`src/rtl/kps_pkg.sv`:
```
package kps_pkg;
  typedef enum logic [0:0] {
    KPS_SCAN = 1'b0,
    KPS_HOLD = 1'b1
  } kps_state_e;
endpackage

```
`src/rtl/kps_rst_sync.sv`:
```
module kps_rst_sync #(
  parameter int STAGES = 2
) (
  input  logic clk,
  input  logic rst_n,
  output logic rst_sync_n
);
  logic [STAGES-1:0] chain_q;

  always_ff @(posedge clk or negedge rst_n) begin
    if (!rst_n) chain_q <= '0;
    else        chain_q <= {chain_q[STAGES-2:0], 1'b1};
  end

  assign rst_sync_n = chain_q[STAGES-1];
endmodule

```
`src/rtl/kps_col_sync.sv`:
```
module kps_col_sync #(
  parameter int WIDTH  = 4,
  parameter int STAGES = 2
) (
  input  logic             clk,
  input  logic             rst_n,
  input  logic [WIDTH-1:0] d,
  output logic [WIDTH-1:0] q
);
  logic [WIDTH-1:0] stage_q [STAGES];

  generate
    for (genvar s = 0; s < STAGES; s++) begin : g_stage
      always_ff @(posedge clk or negedge rst_n) begin
        if (!rst_n) stage_q[s] <= '1;
        else if (s == 0) stage_q[s] <= d;
        else stage_q[s] <= stage_q[(s == 0) ? 0 : s-1];
      end
    end
  endgenerate

  assign q = stage_q[STAGES-1];
endmodule

```
`src/rtl/kps_prio_enc.sv`:
```
module kps_prio_enc #(
  parameter int WIDTH = 4,
  localparam int IDXW = (WIDTH > 1) ? $clog2(WIDTH) : 1
) (
  input  logic [WIDTH-1:0] req_n,
  output logic             any,
  output logic [IDXW-1:0]  idx
);
  always_comb begin
    any = 1'b0;
    idx = '0;
    for (int i = WIDTH-1; i >= 0; i--) begin
      if (!req_n[i]) begin
        any = 1'b1;
        idx = IDXW'(i);
      end
    end
  end
endmodule

```
`src/rtl/kps_fsm.sv`:
```
module kps_fsm
  import kps_pkg::*;
#(
  parameter int ROWS = 4,
  parameter int COLS = 4,
  localparam int ROW_W  = (ROWS > 1) ? $clog2(ROWS) : 1,
  localparam int COL_W  = (COLS > 1) ? $clog2(COLS) : 1,
  localparam int CODE_W = (ROWS*COLS > 1) ? $clog2(ROWS*COLS) : 1
) (
  input  logic              clk,
  input  logic              rst_n,
  input  logic              scan_en,
  input  logic              hit,
  input  logic [COL_W-1:0]  hit_col,
  output logic [ROW_W-1:0]  row_idx,
  output logic [CODE_W-1:0] code,
  output logic              valid
);
  kps_state_e        state_q, state_d;
  logic [ROW_W-1:0]  row_q, row_d, row_next;
  logic [CODE_W-1:0] code_q, code_d;
  logic              valid_q, valid_d;

  assign row_next = (row_q == ROW_W'(ROWS-1)) ? '0 : row_q + 1'b1;

  always_comb begin
    state_d = state_q;
    row_d   = row_q;
    code_d  = code_q;
    valid_d = 1'b0;
    if (scan_en) begin
      case (state_q)
        KPS_SCAN: begin
          if (hit) begin
            code_d  = CODE_W'(row_q) * CODE_W'(COLS) + CODE_W'(hit_col);
            valid_d = 1'b1;
            state_d = KPS_HOLD;
          end else begin
            row_d = row_next;
          end
        end
        KPS_HOLD: begin
          if (!hit) begin
            state_d = KPS_SCAN;
            row_d   = row_next;
          end
        end
        default: state_d = KPS_SCAN;
      endcase
    end
  end

  always_ff @(posedge clk or negedge rst_n) begin
    if (!rst_n) begin
      state_q <= KPS_SCAN;
      row_q   <= '0;
      code_q  <= '0;
      valid_q <= 1'b0;
    end else begin
      state_q <= state_d;
      row_q   <= row_d;
      code_q  <= code_d;
      valid_q <= valid_d;
    end
  end

  assign row_idx = row_q;
  assign code    = code_q;
  assign valid   = valid_q;

  // no tick, no movement
  p_idle_stable_r4: assert property (@(posedge clk) disable iff (!rst_n)
    !scan_en |=> ($stable(row_q) && $stable(state_q) && $stable(code_q)));
  // the strobe never lasts two clocks
  p_valid_pulse_r6: assert property (@(posedge clk) disable iff (!rst_n)
    valid_q |=> !valid_q);
  // a held key keeps its row and gives no new strobe
  p_hold_row_r7: assert property (@(posedge clk) disable iff (!rst_n)
    (state_q == KPS_HOLD && hit) |=> ($stable(row_q) && !valid_q));
  // a strobe is only issued on entry to the hold state
  p_valid_hold_r6: assert property (@(posedge clk) disable iff (!rst_n)
    valid_q |-> (state_q == KPS_HOLD && $past(state_q) == KPS_SCAN));
endmodule

```
`src/rtl/keypad_scanner.sv`:
```
module keypad_scanner #(
  parameter int ROWS        = 4,
  parameter int COLS        = 4,
  parameter int SYNC_STAGES = 2,
  localparam int ROW_W  = (ROWS > 1) ? $clog2(ROWS) : 1,
  localparam int COL_W  = (COLS > 1) ? $clog2(COLS) : 1,
  localparam int CODE_W = (ROWS*COLS > 1) ? $clog2(ROWS*COLS) : 1
) (
  input  logic              clk,
  input  logic              rst_n,
  input  logic              scan_en,
  output logic [ROWS-1:0]   row_out,
  output logic [ROWS-1:0]   row_oe,
  input  logic [COLS-1:0]   col_in,
  output logic [CODE_W-1:0] key_code,
  output logic              key_valid
);
  logic             rst_sync_n;
  logic [COLS-1:0]  col_s;
  logic             hit;
  logic [COL_W-1:0] hit_col;
  logic [ROW_W-1:0] row_idx;

  kps_rst_sync #(.STAGES(2)) u_rst (
    .clk(clk), .rst_n(rst_n), .rst_sync_n(rst_sync_n));

  kps_col_sync #(.WIDTH(COLS), .STAGES(SYNC_STAGES)) u_csync (
    .clk(clk), .rst_n(rst_sync_n), .d(col_in), .q(col_s));

  kps_prio_enc #(.WIDTH(COLS)) u_enc (
    .req_n(col_s), .any(hit), .idx(hit_col));

  kps_fsm #(.ROWS(ROWS), .COLS(COLS)) u_fsm (
    .clk(clk), .rst_n(rst_sync_n), .scan_en(scan_en),
    .hit(hit), .hit_col(hit_col),
    .row_idx(row_idx), .code(key_code), .valid(key_valid));

  generate
    for (genvar r = 0; r < ROWS; r++) begin : g_row
      assign row_oe[r]  = (row_idx == ROW_W'(r));
      assign row_out[r] = 1'b0;
    end
  endgenerate

  // exactly one row enabled, never driven high
  p_one_row_r2: assert property (@(posedge clk) disable iff (!rst_sync_n)
    ($countones(row_oe) == 1) && (row_out == '0));
  // the strobed code names the row that is being held
  p_code_row_r5: assert property (@(posedge clk) disable iff (!rst_sync_n)
    key_valid |-> row_oe[key_code / CODE_W'(COLS)]);
  // a strobe requires a tick in the cycle before
  p_tick_before_valid_r9: assert property (@(posedge clk) disable iff (!rst_sync_n)
    $rose(key_valid) |-> $past(scan_en));
endmodule

```
`config.mk`:
```
export PLATFORM = sky130hd
export DESIGN_NAME = keypad_scanner
export DESIGN_NICKNAME = d
export VERILOG_FILES = /design/src/rtl/kps_pkg.sv /design/src/rtl/kps_rst_sync.sv /design/src/rtl/kps_col_sync.sv /design/src/rtl/kps_prio_enc.sv /design/src/rtl/kps_fsm.sv /design/src/rtl/keypad_scanner.sv
export SDC_FILE = /design/constraint.sdc
export NUM_CORES = 1
export LEC_CHECK = 0
export ABC_CLOCK_PERIOD_IN_PS = 800
export BUFFER_PORTS_ARGS = -buffer_cell sky130_fd_sc_hd__buf_2
export CAP_MARGIN = 10
export CORE_MARGIN = 4
export CORE_UTILIZATION = 30
export CTS_CLUSTER_SIZE = 16
export DETAILED_ROUTE_END_ITERATION = 10
export GPL_TIMING_DRIVEN = 0
export PLACE_DENSITY = 0.54
export SLEW_MARGIN = 20
export SYNTH_ARGS = -nofsm -noshare
export SYNTH_HDL_FRONTEND = slang
export SYNTH_SLANG_ARGS = --single-unit
```
`constraint.sdc`:
```
create_clock -name clk -period 0.8 [get_ports clk]
set_clock_uncertainty 0.15 [all_clocks]
set_input_delay 0.04 -clock clk [delete_from_list [all_inputs] [get_ports clk]]
set_output_delay 0.04 -clock clk [all_outputs]
set_load 0.01 [all_outputs]
```
**Word level (Yosys, flattened, before mapping)**

Index checks and enable logic that the tools add are counted.

- Register bits: 18
- Latch bits: 0
- RAM bits: 0
- Bits in read-only memories: 0
- Bits of input ports: 7
- Output and inout port bits: 13
- Memories kept: 0

- Add/subtract/negate cells: 2
- Multiply operators: 0
- Div/mod/pow operators: 0
- Magnitude comparators: 0
- Eq/ne operators: 3
- Shift operators: 0
- Mux-type cells: 13
- Bitwise gates (word level): 2
- Reduce and logical (&&, ||, !) cells: 3

Operators with widths:

| kind | count |
|---|---|
| 2-bit 2-to-1 mux | 6 |
| 1-bit 2-to-1 mux | 7 |
| 4-bit by 2-bit adder with 4-bit output | 1 |
| 2-bit equality test (second input constant) | 2 |
| 3-bit AND reduction | 1 |
| 2-bit by 1-bit adder with 2-bit output (second input constant) | 1 |
| 2-bit by 1-bit equality test with 1-bit output (second input constant) | 1 |
| 2-bit zero test | 1 |
| 1-bit inverter | 2 |
| 2-bit AND reduction | 1 |

**Depth between registers and ports, before layout**

- Word-level depth: 7
- Depth in mapped cells: 3

**Modules after synthesis**

Synthesis repeated with hierarchy kept, for this count alone.

- Cells, all modules: 51
- Area, all modules: 699.4 um^2

By module, submodules not included:

| module | instances | cells an instance | area each (um^2) |
|---|---|---|---|
| kps_fsm | 1 | 22 | 316.6 |
| kps_col_sync | 1 | 12 | 240.2 |
| keypad_scanner | 1 | 9 | 60.1 |
| kps_rst_sync | 1 | 3 | 53.8 |
| kps_prio_enc | 1 | 5 | 28.8 |

**Worst setup path before layout**

Ideal clock, no wire load.

- Path type: flip-flop to flip-flop
- Start point: register u_csync.stage_q (netlist bit u_csync.q[0])
- End point: register u_fsm.row_q[0] (netlist: u_fsm.row_idx[0])
- Setup time: 125 ps
- Arrival time: 1096 ps
- Path slack: -571 ps
- Stages on the path, launching flop included: 4
- Cells stage by stage: dfstp_2 and4_4 nand2_4 mux2_4

- Word-level cells in the longest chain between the ends: 3

RTL lines:

| element | RTL line | text |
|---|---|---|
| from (decl) | kps_col_sync.sv:10 | `logic [WIDTH-1:0] stage_q [STAGES];` |
| from (signal, indexed assignment) | kps_col_sync.sv:17 | `else stage_q[s] <= stage_q[(s == 0) ? 0 : s-1];` |
| 1-bit 2-to-1 mux | kps_prio_enc.sv:13 | `if (!req_n[i]) begin` |
| 1-bit inverter (no line) | - |  |
| 2-bit AND reduction (no line) | - |  |
| to (signal assigned) | kps_fsm.sv:61 | `row_q <= row_d;` |
| to (decl) | kps_fsm.sv:20 | `logic [ROW_W-1:0] row_q, row_d, row_next;` |

Every way passes these cells.
A chain may end at the register's enable or synchronous reset.

**Worst setup path after layout**

- Start point: register u_csync.stage_q (netlist bit u_csync.q[3])
- End point: register u_fsm.row_q[0] (netlist: u_fsm.row_idx[0])

- Word-level cells in the longest chain between the ends: 6

RTL lines:

| element | RTL line |
|---|---|
| 1-bit 2-to-1 mux (4 in series) | kps_prio_enc.sv:13 |
| 1-bit inverter (no line) | - |
| 2-bit AND reduction (no line) | - |

Every way passes these cells.

==> flow_summary_export.csv <==
group,metric,value,unit
grt,track_usage,0.07851,
clock_tree,cts_tree,"yes",
die,die-area,3187,um2
placement,dpl.hpwl,779.5,um
yosys,synthArstFlopShare,1.000,
critical_path,slowest_delay,0.54,ns
critical_path,crit_slowest_cell,"dfstp_2",
finish,final_layout_size_suffix_gt1_frac,0.6292,
yosys,synthTopCellsByCount,"dfrtp_1 (10), dfstp_2 (8), o21ai_0 (5)",
yosys,synth.distinct_cells,18,
critical_path,startpoint_type,"flop",
grt,grt_overflow,0,
yosys,synthMostInstantiatedCell,"dfrtp_1",
timing,hold_viol_final,3,
yosys,yosysSeqAreaShare,0.6536,
drt,top_layer_used,"met4",
yosys,synthFlopType,"dfrtp_1",
finish,nFillCells,211,
critical_path,worst_setup_path_end_kind,"flop",
yosys,yosysWarningCount,0,
run,maxCapViolations,0,
clock_tree,cts_hold_buffers,5,
status,status,"finished with violations",
timing,fmax,0.7141,GHz
finish,multi_input_area,270.3,um2
worst_hold_path,holdCritPathClass,"input pin to flop",
drt,wl_met3,83,um
timing,setup_viol_count_final,19,
die,die_h,56.46,um
die,io_pins,20,
critical_path,critPathMaxFanout,3,
clock_tree,cts-buffers-inserted,3,
status,violations,"hold timing, setup timing",
power,p_leak,0.5325,nW
critical_path,worstPathArrival,1.43,ns
clock_tree,insertion_delay,0.28,ns
drt,wl_met1,433,um
clock_tree,clk_pin_slew,0.10,ns
power,powerDensity,2585,nW/um2
finish,area_growth,54.71,%
yosys,synth_edf_count,0,
timing,setup_tns,-6.764,ns
timing,max_slew_margin,0.6007,
timing,min_period_over_period,1.750,
clock_tree,htree_levels,1,
grt,antenna_found_initial,0,
drt,first_iter_violations,1,
power,peakVddDrop,1.297,mV
critical_path,path_cells,"and4_4 -> nand2_4 -> mux2_4",
finish,fin_nets,101,
yosys,ys_seq_elements,18,
drt,dr.pass1.iters,3,
drt,vias_per_cell,4.154,
drt,finalWirelength,1139,um
yosys,synthCells,52,
grt,grt_pass1_wl,1980,um
placement,gp_congestion,0.7181,
die,fp-row-count,17,
die,initial_utilization,0.3154,
clock_tree,cts.sinks,18,
timing,fin_ws,-0.6003,ns
clock_tree,cts_max_path_buffers,2,
yosys,synth_area_leaders,"dfrtp_1 (36%), dfstp_2 (30%), ha_1 (7.1%)",
timing,worstMarginPinSlew,0.5990,ns
drt,vias,486,
grt,grt_pass1_vias,475,
yosys,yosysTopAreaCellShare,0.3552,
timing,post-route-min-period,1.400,ns
drt,wl_met2,610,um
die,fp.coreArea,2233,um2
drt,wl_per_cell,9.735,um
timing,rsz0062_at_grt,"yes",
critical_path,critical_path_class,"flop to flop",
drt,ant_nets,0,
finish,seqCellArea,462.9,um2
finish,antenna_cells,0,
clock_tree,root_buffer,"clkbuf_4",
die,die_x,56.46,um
yosys,synth_top_area_cell,"dfrtp_1",
timing,timing.hold.ws,-0.09910,ns
yosys,syn-cell-area,704.4,um2
drt,drc_errors,0,
placement,port-buffer-count,15,
grt,grt_max_degree,17,
timing,finalMaxSlewViolations,0,
critical_path,r2r_slack,-0.60,ns
yosys,synth_area_per_cell,13.55,um2
critical_path,worstPathRequired,0.83,ns
per-stage QoR:
stage               power [W]    util  cell area, um2  setup WS (ns)  std cells
floorplan            0.001712       -           759.5        -0.5666         55
global placement     0.001864  0.3894           869.6        -0.6021         98
global route         0.003009  0.4880            1090        -0.6282        117
CTS                  0.002522  0.4515            1008        -0.5978        114
detailed placement   0.001893  0.3894           869.6        -0.6062         98
finish               0.002817  0.4880            1090        -0.6003        117
cell families after synthesis:
logic type,count (synthesis),synth area share
flops,18,0.6536
compound gates,10,0.07637
buf+inv,8,0.06394
simple gates,7,0.06750
fa+ha+maj,4,0.07105
mux,3,0.05684
other cells,2,0.01066
flip-flops by register name, indices dropped and copies added, names as in the netlist:
register	count
u_rst.chain_q	2
u_fsm.valid	1
u_fsm.code	4
u_fsm.row_idx	2
u_fsm.state_q	1
u_csync.q	4
u_csync.stage_q	4
repair_timing:
| action | CTS | global route |
|---|---|---|
| gates resized for setup | 0 | 14 |
| endpoints found under the hold margin | 9 | 5 |
| pin swaps | 2 | 3 |
| cloned | 0 | 0 |
| setup endpoints to repair | 33 | 33 |
| setup buffers | 7 | 3 |
layout by cell type (no fill, tap or decap), drive strengths merged:
cell type / n
mux2: 2
nand2: 3
o22ai: 1
clkbuf: 4
buf: 29
dfrtp: 10
inv: 4
nand2b: 1
dfstp: 8
conb: 5
mux2i: 1
nor2: 1
dlygate4sd3: 5
a21oi: 3
ha: 4
o21ai: 5
and4: 1
o21a: 1
and2b: 1
power breakdown:
part / internal (W) / switching [W] / total, W
sequential: 0.00107 / 0.000191 / 0.00126
clock: 0.000277 / 0.000258 / 0.000534
combinational: 0.000625 / 0.000400 / 0.00102
per-layer routing:
metal,up-vias,GRT usage
li1,235,-
met1,234,0.08321
met2,15,0.1353
met5,-,0
met3,2,0.03448
met4,0,0.03051
worst max-delay path, delay by kind of cell, from the launching register on:
kind	cells	cell delay, ns
and+or+nand+nor	2	0.32
DFF	1	0.54
muxes	1	0.29
path summary, 6_finish.rpt:
kind                                       start  cells past startpoint               end
min in group asynchronous                  rst_n                      2  u_rst.chain_q[0]
max in group asynchronous       u_rst.chain_q[1]                      0  u_fsm.row_idx[1]
worst max-delay path                u_csync.q[3]                      3  u_fsm.row_idx[0]
worst max register to register      u_csync.q[3]                      3  u_fsm.row_idx[0]
worst min-delay path                     scan_en                      2     u_fsm.state_q
worst min register to register  u_rst.chain_q[1]                      0     u_fsm.state_q
final cells by class:
| type | instances | area share |
|---|---|---|
| repair buffers | 30 | 0.2158 |
| inverters | 4 | 0.01837 |
| clock buffers | 4 | 0.03329 |
| multi-input cells | 29 | 0.2480 |
| well taps | 28 | 0.03215 |
| flip-flops and latches | 18 | 0.4248 |
| plain buffers | 4 | 0.02755 |
Note: power is estimated with default switching activity, not from simulation.
